**src/rtl/rtb_pkg.sv**
```systemverilog
package rtb_pkg;
  typedef enum logic [1:0] {
    KIND_REG    = 2'd0,
    KIND_STORE  = 2'd1,
    KIND_BRANCH = 2'd2,
    KIND_NOP    = 2'd3
  } kind_e;
endpackage

```
**src/rtl/rtb_ptrs.sv**
```systemverilog
// Head/tail pointers with one extra wrap bit each so full and empty differ.
module rtb_ptrs #(
  parameter int DEPTH = 8,
  localparam int TAG_W = (DEPTH > 1) ? $clog2(DEPTH) : 1
) (
  input  logic             clk,
  input  logic             rst_n,
  input  logic             push,
  input  logic             pop,
  input  logic             flush,
  output logic [TAG_W-1:0] head_idx,
  output logic [TAG_W-1:0] tail_idx,
  output logic             full
);
  localparam int PW = TAG_W + 1;

  logic [PW-1:0] head_q, tail_q;

  always_ff @(posedge clk or negedge rst_n) begin
    if (!rst_n) begin
      head_q <= '0;
      tail_q <= '0;
    end else if (flush) begin
      tail_q <= head_q;
    end else begin
      if (push) tail_q <= tail_q + PW'(1);
      if (pop)  head_q <= head_q + PW'(1);
    end
  end

  assign head_idx = head_q[TAG_W-1:0];
  assign tail_idx = tail_q[TAG_W-1:0];
  assign full     = (head_idx == tail_idx) && (head_q[PW-1] != tail_q[PW-1]);
endmodule

```
**src/rtl/rtb_entries.sv**
```systemverilog
// Slot storage: allocation at the tail, result capture by tag, head readout.
module rtb_entries
  import rtb_pkg::*;
#(
  parameter int DEPTH  = 8,
  parameter int DATA_W = 32,
  parameter int AREG_W = 5,
  localparam int TAG_W = (DEPTH > 1) ? $clog2(DEPTH) : 1
) (
  input  logic              clk,
  input  logic              rst_n,
  input  logic              alloc,
  input  logic [TAG_W-1:0]  alloc_idx,
  input  kind_e             alloc_kind,
  input  logic [AREG_W-1:0] alloc_areg,
  input  logic              res_valid,
  input  logic [TAG_W-1:0]  res_tag,
  input  logic [DATA_W-1:0] res_value,
  input  logic [DATA_W-1:0] res_aux,
  input  logic              res_mispred,
  input  logic              retire,
  input  logic              flush,
  input  logic [TAG_W-1:0]  head_idx,
  output logic              head_busy,
  output logic              head_ready,
  output kind_e             head_kind,
  output logic [AREG_W-1:0] head_areg,
  output logic [DATA_W-1:0] head_value,
  output logic [DATA_W-1:0] head_aux,
  output logic              head_mispred
);
  logic [DEPTH-1:0]  busy, rdy, mis;
  kind_e             kind_a  [DEPTH];
  logic [AREG_W-1:0] areg_a  [DEPTH];
  logic [DATA_W-1:0] value_a [DEPTH];
  logic [DATA_W-1:0] aux_a   [DEPTH];

  for (genvar i = 0; i < DEPTH; i++) begin : g_slot
    logic              hit_alloc, hit_res, hit_ret;
    logic              busy_q, rdy_q, mis_q;
    kind_e             kind_q;
    logic [AREG_W-1:0] areg_q;
    logic [DATA_W-1:0] value_q, aux_q;

    assign hit_alloc = alloc && (alloc_idx == TAG_W'(i));
    // a result only lands in an occupied slot that is not being discarded
    assign hit_res   = res_valid && (res_tag == TAG_W'(i)) && busy_q && !flush;
    assign hit_ret   = retire && (head_idx == TAG_W'(i));

    always_ff @(posedge clk or negedge rst_n) begin
      if (!rst_n) begin
        busy_q <= 1'b0;
        rdy_q  <= 1'b0;
      end else if (flush) begin
        busy_q <= 1'b0;
        rdy_q  <= 1'b0;
      end else if (hit_alloc) begin
        busy_q <= 1'b1;
        rdy_q  <= 1'b0;
      end else begin
        if (hit_ret) busy_q <= 1'b0;
        if (hit_res) rdy_q  <= 1'b1;
      end
    end

    always_ff @(posedge clk) begin
      if (hit_alloc) begin
        kind_q <= alloc_kind;
        areg_q <= alloc_areg;
      end
      if (hit_res) begin
        value_q <= res_value;
        aux_q   <= res_aux;
        mis_q   <= res_mispred;
      end
    end

    assign busy[i]    = busy_q;
    assign rdy[i]     = rdy_q;
    assign mis[i]     = mis_q;
    assign kind_a[i]  = kind_q;
    assign areg_a[i]  = areg_q;
    assign value_a[i] = value_q;
    assign aux_a[i]   = aux_q;
  end

  assign head_busy    = busy[head_idx];
  assign head_ready   = rdy[head_idx];
  assign head_mispred = mis[head_idx];
  assign head_kind    = kind_a[head_idx];
  assign head_areg    = areg_a[head_idx];
  assign head_value   = value_a[head_idx];
  assign head_aux     = aux_a[head_idx];
endmodule

```
**src/rtl/rtb_retire.sv**
```systemverilog
// Decides what the head slot does this cycle.
module rtb_retire
  import rtb_pkg::*;
(
  input  logic  head_busy,
  input  logic  head_ready,
  input  kind_e head_kind,
  input  logic  head_mispred,
  input  logic  st_ready,
  output logic  pop,
  output logic  rf_we,
  output logic  st_valid,
  output logic  flush
);
  always_comb begin
    pop      = 1'b0;
    rf_we    = 1'b0;
    st_valid = 1'b0;
    flush    = 1'b0;
    if (head_busy && head_ready) begin
      case (head_kind)
        KIND_REG: begin
          rf_we = 1'b1;
          pop   = 1'b1;
        end
        KIND_STORE: begin
          st_valid = 1'b1;
          pop      = st_ready;
        end
        KIND_BRANCH: begin
          if (head_mispred) flush = 1'b1;
          else              pop   = 1'b1;
        end
        default: pop = 1'b1;
      endcase
    end
  end
endmodule

```
**src/rtl/inorder_retire_buf.sv**
```systemverilog
module inorder_retire_buf
  import rtb_pkg::*;
#(
  parameter int DEPTH  = 8,
  parameter int DATA_W = 32,
  parameter int AREG_W = 5,
  localparam int TAG_W = (DEPTH > 1) ? $clog2(DEPTH) : 1
) (
  input  logic              clk,
  input  logic              rst_n,
  input  logic              rs_free,
  input  logic              disp_valid,
  output logic              disp_ready,
  input  logic [1:0]        disp_kind,
  input  logic [AREG_W-1:0] disp_areg,
  output logic [TAG_W-1:0]  disp_tag,
  input  logic              res_valid,
  input  logic [TAG_W-1:0]  res_tag,
  input  logic [DATA_W-1:0] res_value,
  input  logic [DATA_W-1:0] res_aux,
  input  logic              res_mispred,
  output logic              rf_we,
  output logic [AREG_W-1:0] rf_addr,
  output logic [DATA_W-1:0] rf_data,
  output logic              st_valid,
  input  logic              st_ready,
  output logic [DATA_W-1:0] st_addr,
  output logic [DATA_W-1:0] st_data,
  output logic              flush,
  output logic [DATA_W-1:0] flush_target
);
  logic              pop, push, full;
  logic [TAG_W-1:0]  head_idx, tail_idx;
  logic              head_busy, head_ready, head_mispred;
  kind_e             head_kind;
  logic [AREG_W-1:0] head_areg;
  logic [DATA_W-1:0] head_value, head_aux;

  // a full buffer still accepts when the head leaves in the same cycle
  assign disp_ready = rs_free && !flush && (!full || pop);
  assign push       = disp_valid && disp_ready;
  assign disp_tag   = tail_idx;

  rtb_ptrs #(.DEPTH(DEPTH)) u_ptrs (
    .clk      (clk),
    .rst_n    (rst_n),
    .push     (push),
    .pop      (pop),
    .flush    (flush),
    .head_idx (head_idx),
    .tail_idx (tail_idx),
    .full     (full)
  );

  rtb_entries #(.DEPTH(DEPTH), .DATA_W(DATA_W), .AREG_W(AREG_W)) u_entries (
    .clk          (clk),
    .rst_n        (rst_n),
    .alloc        (push),
    .alloc_idx    (tail_idx),
    .alloc_kind   (kind_e'(disp_kind)),
    .alloc_areg   (disp_areg),
    .res_valid    (res_valid),
    .res_tag      (res_tag),
    .res_value    (res_value),
    .res_aux      (res_aux),
    .res_mispred  (res_mispred),
    .retire       (pop),
    .flush        (flush),
    .head_idx     (head_idx),
    .head_busy    (head_busy),
    .head_ready   (head_ready),
    .head_kind    (head_kind),
    .head_areg    (head_areg),
    .head_value   (head_value),
    .head_aux     (head_aux),
    .head_mispred (head_mispred)
  );

  rtb_retire u_retire (
    .head_busy    (head_busy),
    .head_ready   (head_ready),
    .head_kind    (head_kind),
    .head_mispred (head_mispred),
    .st_ready     (st_ready),
    .pop          (pop),
    .rf_we        (rf_we),
    .st_valid     (st_valid),
    .flush        (flush)
  );

  assign rf_addr      = head_areg;
  assign rf_data      = head_value;
  assign st_addr      = head_aux;
  assign st_data      = head_value;
  assign flush_target = head_aux;
endmodule

```
**config.mk**
```make
export PLATFORM = sky130hd
export DESIGN_NAME = inorder_retire_buf
export DESIGN_NICKNAME = d
export VERILOG_FILES = /design/src/rtl/rtb_pkg.sv /design/src/rtl/rtb_ptrs.sv /design/src/rtl/rtb_entries.sv /design/src/rtl/rtb_retire.sv /design/src/rtl/inorder_retire_buf.sv
export SDC_FILE = /design/constraint.sdc
export NUM_CORES = 1
export LEC_CHECK = 0
export BUFFER_PORTS_ARGS = -buffer_cell sky130_fd_sc_hd__buf_2
export CORE_UTILIZATION = 53
export DETAILED_ROUTE_END_ITERATION = 10
export PLACE_DENSITY = 0.81
export SLEW_MARGIN = 25
export SYNTH_ARGS = -nofsm -noshare
export SYNTH_HDL_FRONTEND = slang
export SYNTH_SLANG_ARGS = --single-unit
```
**constraint.sdc**
```tcl
create_clock -name clk -period 5.01 [get_ports clk]
set_input_delay 0.7515 -clock clk [delete_from_list [all_inputs] [get_ports clk]]
set_output_delay 0.7515 -clock clk [all_outputs]
set_load 0.005 [all_outputs]
```
=== Word-level counts from Yosys, hierarchy flattened ===
Cells that the tools add are included.

* Register bits: 600
* Bits of input ports: 81
* Output and inout bits: 140
* Logic and storage cells: 237

* Add/subtract/negate cells: 2
* Magnitude comparators: 2
* Equal/unequal tests: 25
* Multiplexer cells: 78
* Bitwise logic cells: 2
* Reduce and logical (&&, ||, !) cells: 70

{| class="wikitable"
|+ Operators by type and width
! kind !! number
|-
| $bmux 32 s3 || 2
|-
| $mux 32 || 4
|-
| $mux 1 || 60
|-
| $reduce_bool 3->1 || 16
|-
| $logic_and 1x1->1 || 45
|-
| $eq 3x3->1 const B || 12
|-
| $eq 3x2->1 const B || 6
|-
| $bmux 5 s3 || 1
|-
| $mux 5 || 2
|-
| $bmux 1 s3 || 3
|-
| $eq 3x1->1 const B || 3
|-
| $logic_not 3->1 || 3
|-
| $add 4x1->4 const B || 2
|-
| $mux 4 || 2
|-
| $bmux 2 s3 || 1
|-
| $ge 4x4->1 const B || 1
|-
| $lt 3x4->1 const B || 1
|-
| $mux 2 || 2
|-
| $not 3->4 || 1
|-
| $eq 3x3->1 || 1
|-
| $eq 2x1->1 const B || 1
|-
| $eq 2x2->1 const B || 1
|-
| $logic_not 1->1 || 2
|-
| $logic_not 2->1 || 1
|-
| 6 further kinds || 6
|}

=== Logic depth before layout (Yosys ltp) ===
Gate-level depths: netlist of the first run.

* Word-level depth: 14
* Mapped depth: 13
* Depth with buffers taken out: 10

=== Modules after synthesis ===
From an unflattened synthesis of the first run, not the netlist that was laid out.

* Cells, all modules: 1271
* Area, all modules: 23625.2 um2

{| class="wikitable"
|+ By module, submodules not included
! module !! instances !! cells each !! area an instance (um2)
|-
| rtb_entries || 1 || 1150 || 22561.6
|-
| inorder_retire_buf || 1 || 67 || 518.0
|-
| rtb_ptrs || 1 || 41 || 460.4
|-
| rtb_retire || 1 || 13 || 85.1
|}

=== Worst setup path before layout of the first run ===
No wires, ideal clock.

* Kind: flip-flop to flip-flop
* Start: register u_ptrs.head_q[0]
* End: register u_entries.g_slot[1].aux_q[0] (enable)
* Setup time: 488 ps
* Data arrival time: 4966 ps
* Path slack: -444 ps
* Cell stages (with the launch flop): 13
* Path buffers: 3
* Clock period less this slack: 5454 ps
* Cells stage by stage: dfrtp_1 -> buf_6 -> buf_2 -> mux4_2 -> nand2_1 -> and2_1 -> inv_1 -> ha_1 -> and3_1 -> nand3_2 -> inv_1 -> buf_2 -> nor2_1

* Longest elaborated chain between the ends: 9

{| class="wikitable"
|+ Ends and longest elaborated chain
! element !! RTL line !! RTL
|-
| start, declared || rtb_ptrs.sv:17 || <nowiki>logic [PW-1:0] head_q, tail_q;</nowiki>
|-
| start signal, assigned || rtb_ptrs.sv:27 || <nowiki>if (pop) head_q <= head_q + PW'(1);</nowiki>
|-
| $not 3->4 (not written as such) || rtb_entries.sv:90 || <nowiki>assign head_kind = kind_a[head_idx];</nowiki>
|-
| $bmux 2 s3 || rtb_entries.sv:90 ||
|-
| $mux 2 (not written as such) (2 in a row) || rtb_entries.sv:90 ||
|-
| $eq 2x2->1 || rtb_retire.sv:21 || <nowiki>case (head_kind)</nowiki>
|-
| $mux 1 || rtb_retire.sv:21 ||
|-
| $mux 1 (*) || rtb_retire.sv:20 || <nowiki>if (head_busy && head_ready) begin</nowiki>
|-
| via flush || inorder_retire_buf.sv:29 || <nowiki>output logic flush,</nowiki>
|-
| $logic_not 1->1 (*) || rtb_entries.sv:47 || <nowiki>assign hit_res = res_valid && (res_tag == TAG_W'(i)) && busy_q && !flush;</nowiki>
|-
| $logic_and 1x1->1 (*) || rtb_entries.sv:47 ||
|-
| via u_entries.g_slot[1].hit_res || rtb_entries.sv:39 || <nowiki>logic hit_alloc, hit_res, hit_ret;</nowiki>
|-
| end signal, assigned || rtb_entries.sv:73 || <nowiki>aux_q <= res_aux;</nowiki>
|-
| end, declared || rtb_entries.sv:43 || <nowiki>logic [DATA_W-1:0] value_q, aux_q;</nowiki>
|}

The timed path passes the listed nets; every way through them passes the cells marked *. The select of a mux whose other input is x is not followed.
A chain may end at the register's enable or synchronous reset.

=== Final worst setup path of the first run ===
* Start: register u_ptrs.head_q[0]
* End: output disp_ready

* Longest elaborated chain between the ends: 10

{| class="wikitable"
|+ Ends and longest elaborated chain
! element !! RTL line !! RTL
|-
| $not 3->4 (not written as such) || rtb_entries.sv:90 ||
|-
| $bmux 2 s3 || rtb_entries.sv:90 ||
|-
| $mux 2 (not written as such) (2 in a row) || rtb_entries.sv:90 ||
|-
| $eq 2x2->1 || rtb_retire.sv:21 ||
|-
| $mux 1 || rtb_retire.sv:21 ||
|-
| $mux 1 || rtb_retire.sv:20 ||
|-
| $logic_not 1->1 || inorder_retire_buf.sv:40 || <nowiki>assign disp_ready = rs_free && !flush && (!full || pop);</nowiki>
|-
| $logic_and 1x1->1 || inorder_retire_buf.sv:40 ||
|-
| $logic_and 1x1->1 (*) || inorder_retire_buf.sv:40 ||
|-
| end, declared || inorder_retire_buf.sv:13 || <nowiki>output logic disp_ready,</nowiki>
|}

Every way passes the cells marked *; elsewhere a longest branch is shown, timed or not. The select of a mux whose other input is x is not followed.

==> flow_metrics.tcl, run 1 <==
set metrics [dict create \
    ys.flop_type "edfxtp_1" \
    synth_edf_count 576 \
    power.density_nw_per_um2 543 \
    cts_root_buffer "clkbuf_16" \
    routabilityCongestion 0.957 \
    grt_antenna_before_repair 4 \
    post_cts_buffers 0 \
    hold_viol_final 0 \
    synthMuxAreaShare_pct 13.6 \
    cts_num_sinks 600 \
    synth_top_family_by_area "multiplexers" \
    final_area_um2 27100 \
    synth_top_area_cell "edfxtp_1" \
    synth_xor_area_share_pct 0.220 \
    synth-compound-area-share_pct 1.74 \
    start_util_pct 53.9 \
    finalNetCount 1530 \
    clk_pin_slew_ns 0.07 \
    ys_ff_latch 600 \
    synth_cells 1257 \
    wl_per_cell_um 23.7 \
    grt_pass1_wl_um 75400 \
    cts_hold_buf 0 \
    vias 12100 \
    hp-class "in2async" \
    synth_nets 1353 \
    dieWidth_um 214 \
    synth.area.top_cells "edfxtp_1 72%, mux4_2 13%, nand2_1 3.7%, dfrtp_1 2.5%, buf_4 2.2%" \
    p_leak_uw 0.00940 \
    io_buffers 220 \
    dieArea_um2 45900 \
    clock-skew-final_ns 0.0306 \
    clock_tree.buffer_depth 3 \
    track_usage_pct 21.9 \
    cts_resized 0 \
    dieHeight_um 214 \
    setup_viol 0 \
    drt_pass1_iterations 5 \
    drcViolationCount 0 \
    cp_max_fo 101 \
    syn_to_final_growth_pct 13.3 \
    drtIter0Drc 1165 \
    synthSimpleGateAreaFrac_pct 5.10 \
    tns_ns 0 \
    grt_pass1_vias 12500 \
    clkLatencyLatePin_ns 0.62 \
    cts_buffers 56 \
    placed_cell_area_um2 25300 \
    routed_wl_um 49200 \
    power.total_uw 14700 \
    fin_crit_ns 4.27 \
    peakVddDrop_mv 0.494 \
    fin_crit_sh_pct 85.2 \
    cap_viol_max_count 0 \
    holdWs_ns 0.122 \
    status "completed" \
    grt_max_degree 102 \
    crit_path_end_kind "output pin" \
    synthArstFlopShare_pct 4.00 \
    cts_tree "built" \
    fmax_mhz 234 \
    dp_hpwl_um 28100 \
    slew_headroom_pct 38.7 \
    io_pins 221 \
    drive_gt1_share_pct 32.9 \
    rsz0062_at_grt "false" \
    slew_violations 0 \
    overflow 0 \
    avgSynthCellArea_um2 19.0 \
    tightest_slew_ns 0.920 \
    rows 77 \
    critPathArrivalTime_ns 3.52 \
    critPathRequiredTime_ns 4.26 \
    yosys.cell_types.count 50 \
    final_cell_mix "576 x edfxtp_1, 235 x nand2_1, 220 x buf_2" \
    syn_area_um2 23900 \
    synthAdderAreaFrac_pct 0.786 \
    ant_nets 0 \
    htreeDepth 2 \
    seq_area_frac_synth_pct 74.9 \
    crit_type "reg2out" \
    final_common_cell "edfxtp_1" \
    netlist.area_leader.share_pct 72.4 \
    via_per_inst 5.83 \
    critPathLaunchType "flop" \
    core_area_um2 44300 \
    yosys_warnings 0 \
]
-- flip-flops by register name (all words and copies together), names as in the netlist --
name                      flops
u_entries.g_slot.kind_q      16
u_ptrs.head_q                 4
u_entries.g_slot.areg_q      40
u_entries.g_slot.mis_q        8
u_entries.g_slot.value_q    256
u_entries.g_slot.rdy_q        8
u_ptrs.tail_q                 4
u_entries.g_slot.aux_q      256
u_entries.g_slot.busy_q       8
-- report_power, final --
group / switching [uW] / internal [uW]
registers: 318 / 5810
clock network: 1770 / 2330
logic: 2380 / 2080
-- cells by family after synthesis --
group / Yosys count
fa+ha+maj: 15
buf+inv: 144
compound gates: 52
mux: 147
flops: 600
simple gates: 293
xor+xnor: 6
-- layout make-up --
type	count	area (um^2)
antenna	3	7.51
clock buffer	75	1520
multi-input combinational	513	5160
fill	3084	17300
tap	592	741
timing repair buffer	245	1390
clock inverter	30	273
inverter	18	67.6
sequential	600	17900
-- worst paths after layout --
path / startpoint / end / slack (ns) / depth (start not counted)
worst max-delay path: u_ptrs.head_q[0] / disp_ready / 0.74 / 8
worst min-delay path: rst_n / u_ptrs.tail_q[0] / 0.12 / 1
worst max register to register: u_ptrs.head_q[0] / u_entries.g_slot[0].aux_q[7] / 1.22 / 8
worst min register to register: u_ptrs.head_q[3] / u_ptrs.head_q[3] / 0.52 / 1
max in group asynchronous: rst_n / u_ptrs.head_q[1] / 4.45 / 1
min in group clk: res_aux[6] / u_entries.g_slot[2].aux_q[6] / 0.40 / 1
-- per-layer routing --
layer / vias up / wire, um / global-route usage [%]
met1: 6199 / 20000 / 30.4
met4: 2 / 1230 / 7.43
met5: - / 10 / 0
met2: 565 / 24600 / 35.8
met3: 92 / 3440 / 3.42
li1: 5242 / - / -
-- Yosys cell counts (7+ instances only) --
master    count
clkbuf_1     26
buf_4        70
nand3_1      10
inv_1        18
nor2_1       17
a31oi_1       7
nand2_1     235
edfxtp_1    576
buf_2        20
dfrtp_1      24
ha_1         15
mux4_2      142
o21ai_0       7
-- critical path, stage by stage (launching register included) --
cell and delay (ns):
dfrtp_4 0.63, buf_12 0.50, mux2i_1 0.20, a22oi_2 0.25
and3_1 0.23, nand3_2 0.09, inv_1 0.47, nor2_1 0.12
buf_2 0.15
-- per-stage QoR --
step,util (%),setup WS [ns],instances
2_1_floorplan,-,-0.444,1257
3_3_place_gp,57.0,1.35,1968
3_5_place_dp,57.0,1.24,1968
4_1_cts,61.1,0.699,2073
5_1_grt,61.1,0.415,2075
6_report,61.1,0.743,2076
(Power assumes the default switching activity.)
==> inputs of run 2 (changes only) <==
- ABC_AREA: default -> 0
- CORE_UTILIZATION: 53 -> 44
- PLACE_DENSITY: 0.81 -> 0.7
==> flow_metrics.tcl, run 2 (same netlist as run 1, synthesis figures left out) <==
set metrics [dict create \
    final_cell_mix "576 x edfxtp_1, 235 x nand2_1, 220 x buf_2" \
    cts_tree "built" \
    crit_type "reg2out" \
    track_usage_pct 18.3 \
    cts_buffers 59 \
    post_cts_buffers 0 \
    dieArea_um2 55200 \
    clock_tree.buffer_depth 3 \
    grt_antenna_before_repair 6 \
    grt_max_degree 66 \
    top_regs "u_entries.g_slot.aux_q x256, u_entries.g_slot.value_q x256, u_entries.g_slot.areg_q x40" \
    p_comb_share_pct 30.2 \
    fmax_mhz 237 \
    start_util_pct 44.5 \
    via_per_inst 5.45 \
    hp-class "in2async" \
    core_area_um2 53700 \
    dieHeight_um 235 \
    critPathLaunchType "flop" \
    power.density_nw_per_um2 543 \
    finalNetCount 1529 \
    grt_pass1_vias 12200 \
    clock-skew-final_ns 0.0192 \
    setup_viol 0 \
    slew_headroom_pct 33.6 \
    post-place-cells 2068 \
    final_common_cell "edfxtp_1" \
    peakVddDrop_mv 0.414 \
    power.share.switching_pct 30.3 \
    cts_num_sinks 600 \
    overflow 0 \
    cts_hold_buf 0 \
    critPathRequiredTime_ns 4.26 \
    fin_crit_sh_pct 84.2 \
    tns_ns 0 \
    clk_pin_slew_ns 0.06 \
    crit_path_end_kind "output pin" \
    syn_to_final_growth_pct 13.9 \
    final-instance-count-excl-fill 2179 \
    drtIter0Drc 784 \
    cap_viol_max_count 0 \
    io_buffers 220 \
    p_int_uw 10300 \
    cp_max_fo 40 \
    tightest_slew_ns 0.997 \
    p_leak_uw 0.00941 \
    io_pins 221 \
    drt_pass1_iterations 5 \
    wl_met1_um 22100 \
    maxUsedRoutingLayer "met5" \
    critPathArrivalTime_ns 3.47 \
    cts_root_buffer "clkbuf_16" \
    dp_hpwl_um 27300 \
    seq_power_share_pct 41.1 \
    ant_nets 0 \
    routed_wl_um 50300 \
    rsz0062_at_grt "false" \
    netSwitchingPower_uw 4480 \
    slew_violations 0 \
    routabilityCongestion 0.807 \
    hold_viol_final 0 \
    htreeDepth 2 \
    vias 11900 \
    drcViolationCount 0 \
    fin_crit_ns 4.22 \
    rows 85 \
    drive_gt1_share_pct 33.1 \
    clkPwrFrac_pct 28.7 \
    pre_cts_slack_ns 1.08 \
    wl_met2_um 25100 \
    dieWidth_um 235 \
    cts_resized 0 \
    route.met3.wl_um 2100 \
    status "completed" \
    clkLatencyLatePin_ns 0.61 \
    timing.final.ws_setup_ns 0.789 \
    wl_per_cell_um 23.1 \
    grt_pass1_wl_um 75700 \
]
## run 2: cell count changes in the layout (fill, tap and decap cells not counted), moves of 2 or more
cell      delta
clkinv_2     +5
buf_12       -2
clkinv_1     +2
clkinv_4     -3
inv_6        +5
buf_4        -3
diode_2      -2
clkbuf_1     -4
## run 2: routing by layer
| layer | vias up | GRT usage, % |
|---|---|---|
| met2 | 287 | 30.8 |
| met3 | 80 | 3.08 |
| met4 | 8 | 5.14 |
| met1 | 6278 | 24.9 |
| met5 | - | 0 |
| li1 | 5226 | - |
## run 2: power groups by stage
| stage | Sequential [uW] | Combinational (uW) | Clock [uW] |
|---|---|---|---|
| after CTS | 6080 | 4570 | 4350 |
| after global routing | 6110 | 4890 | 4530 |
| after global placement | 6160 | 4510 | 0 |
| after floorplan | 6010 | 3570 | 0 |
| final | 6070 | 4460 | 4250 |
| after detailed placement | 6180 | 4550 | 0 |
## run 2: path summary, 6_finish.rpt
path	start	to	slack [ns]	cells after the start
worst max-delay path	u_ptrs.head_q[0]	st_data[31]	0.79	6
worst min-delay path	rst_n	u_ptrs.tail_q[3]	0.14	1
worst max register to register	u_ptrs.head_q[0]	u_entries.g_slot[4].value_q[22]	1.26	9
worst min register to register	u_ptrs.head_q[3]	u_ptrs.head_q[3]	0.52	1
max in group asynchronous	rst_n	u_ptrs.head_q[0]	4.41	1
min in group clk	res_value[6]	u_entries.g_slot[4].value_q[6]	0.40	1
## run 2: through the flow
| stage | hold WS (ns) | power (uW) | instance area, um^2 | util, % |
|---|---|---|---|---|
| floorplan | 0.456 | 9570 | 23900 | - |
| global placement | 0.508 | 10700 | 25300 | 47.2 |
| detailed placement | 0.508 | 10700 | 25300 | 47.2 |
| CTS | 0.140 | 15000 | 27200 | 50.6 |
| global route | 0.171 | 15500 | 27200 | 50.7 |
| finish | 0.140 | 14800 | 27200 | 50.7 |
## run 2: cell type report
type	count	area (um^2)
Fill cell	4307	26500
Sequential cell	600	17900
Multi-Input combinational cell	513	5160
Clock buffer	72	1530
Timing Repair Buffer	241	1340
Tap cell	696	871
Clock inverter	38	329
Inverter	18	67.6
Antenna cell	1	2.50
## run 2: critical path: stages (launching register included)
cell,delay [ns]
dfrtp_4,0.59
buf_4,0.51
buf_4,0.73
mux4_2,0.59
nand2_1,0.08
nand2_1,0.16
buf_2,0.18
==> inputs of run 3 (changes only) <==
- clock period: 5.01 -> 3.6 ns (I/O delays scaled with it)
==> flow_metrics.tcl, run 3 (same netlist as run 1, synthesis figures left out) <==
set metrics [dict create \
    crit_type "reg2out" \
    overflow 0 \
    tightest_slew_ns 0.823 \
    grt_max_degree 108 \
    finalNetCount 1544 \
    fin_crit_ns 3.44 \
    setup_viol 0 \
    rsz0062_at_grt "true" \
    wl_per_cell_um 22.6 \
    dp_hpwl_um 27100 \
    pre_cts_slack_ns 0.394 \
    ant_nets 0 \
    status "completed" \
    postLayoutCoreUtil_pct 51.2 \
    p_leak_uw 0.00955 \
    clkLatencyLatePin_ns 0.61 \
    slew_headroom_pct 45.1 \
    crit_end "st_data[30]" \
    grt_antenna_before_repair 9 \
    drtIter0Drc 944 \
    clk_pin_slew_ns 0.06 \
    slew_violations 0 \
    final-instance-count-excl-fill 2194 \
    critPathArrivalTime_ns 2.90 \
    cts_tree "built" \
    hp-class "in2reg" \
    routed_wl_um 49700 \
    grt_pass1_wl_um 75100 \
    timing.final.ws_setup_ns 0.155 \
    top_regs "u_entries.g_slot.aux_q x256, u_entries.g_slot.value_q x256, u_entries.g_slot.areg_q x40" \
    critPathLaunchType "flop" \
    grt_pass1_vias 12200 \
    critPathRequiredTime_ns 3.06 \
    fmax_mhz 290 \
    post-place-cells 2078 \
    clock-skew-final_ns 0.0225 \
    drive_gt1_share_pct 33.8 \
    r2r-start "u_ptrs.head_q[0]" \
    io_buffers 220 \
    start_util_pct 44.5 \
    rows 85 \
    clock_tree.buffer_depth 3 \
    dieHeight_um 235 \
    syn_to_final_growth_pct 15.1 \
    via_per_inst 5.40 \
    core_area_um2 53700 \
    fin_crit_sh_pct 95.7 \
    cap_viol_max_count 0 \
    vias 11800 \
    final_common_cell "edfxtp_1" \
    cts_buffers 59 \
    crit_path_end_kind "output pin" \
    dieArea_um2 55200 \
    r2r_end "u_entries.g_slot[3].aux_q[4]" \
    final_cell_mix "576 x edfxtp_1, 235 x nand2_1, 220 x buf_2" \
    cts_num_sinks 600 \
    drcViolationCount 0 \
    cp_max_fo 46 \
    dieWidth_um 235 \
    reg2reg_slack_ns 0.45 \
    power.density_nw_per_um2 761 \
    placed_cell_area_um2 25500 \
    hold_viol_final 0 \
    holdWs_ns 0.189 \
    routabilityCongestion 0.849 \
    io_pins 221 \
    reg2reg_depth 12 \
    peakVddDrop_mv 0.519 \
    drt_pass1_iterations 5 \
    crit_start "u_ptrs.head_q[0]" \
    final_area_um2 27500 \
    track_usage_pct 18.2 \
    cts_root_buffer "clkbuf_16" \
    htreeDepth 2 \
]
run 3: changes by cell type in the layout (fill, tap and decap cells not counted), moves of 2 or more:
cell / before / now
buf_12: 6 / 10
buf_4: 14 / 22
clkbuf_1: 13 / 10
clkbuf_16: 59 / 61
clkinv_1: 12 / 14
diode_2: 1 / 3
inv_6: 5 / 2
run 3: worst min-delay path by stage:
stage                                 from                               to  cells past startpoint
after global routing           res_aux[21]    u_entries.g_slot[1].aux_q[21]                      1
after floorplan                      rst_n       u_entries.g_slot[0].busy_q                      0
after detailed placement  u_ptrs.head_q[3]                 u_ptrs.head_q[3]                      1
after global placement    u_ptrs.head_q[3]                 u_ptrs.head_q[3]                      1
final                        res_value[15]  u_entries.g_slot[7].value_q[15]                      1
after CTS                       res_aux[1]     u_entries.g_slot[4].aux_q[1]                      1
run 3: worst max-delay path, cell delays in order, from the launching register on:
cell and delay [ns]:
dfrtp_4 0.47, buf_4 0.37, bufbuf_16 0.55, mux4_2 0.55
nand2_1 0.09, nand2_1 0.09, buf_2 0.13
run 3: timing repair:
item / in CTS / in global routing
setup endpoints to repair: 128 / 23
hold endpoints to repair: 24 / 0
hold buffers: 1 / 0
gates cloned: 1 / 0
buffers inserted: 1 / 2
gates resized for setup: 4 / 3
pin swaps: 0 / 1
run 3: cell type report:
cell class	instances	area (um^2)
fillers	4251	26200
flip-flops and latches	600	17900
multi-input cells	513	5170
clock buffers	71	1560
repair buffers	256	1550
well taps	696	871
clock inverters	37	349
inverters	18	71.3
diodes	3	7.51
run 3: metrics by stage:
stage,power (uW),setup TNS (ns)
after floorplan,13300,0
after global placement,14900,0
after detailed placement,15000,0
after CTS,21200,0
after global routing,21900,-0.280
final,20900,0
run 3: power by group:
group          total (uW)  switching, uW  internal [uW]
Sequential           8340            257           8090
Combinational        6510           3480           3030
Clock                6060           2540           3520
Total               20900           6280          14600
run 3: routing by layer:
metal	wire [um]	vias to the layer above	share of wire (%)	track usage (%)
li1	-	5263	-	-
met5	47	-	0.095	0
met4	872	10	1.8	4.67
met3	2980	78	6.0	3.84
met1	21100	6120	43	25.0
met2	24600	369	50	29.9
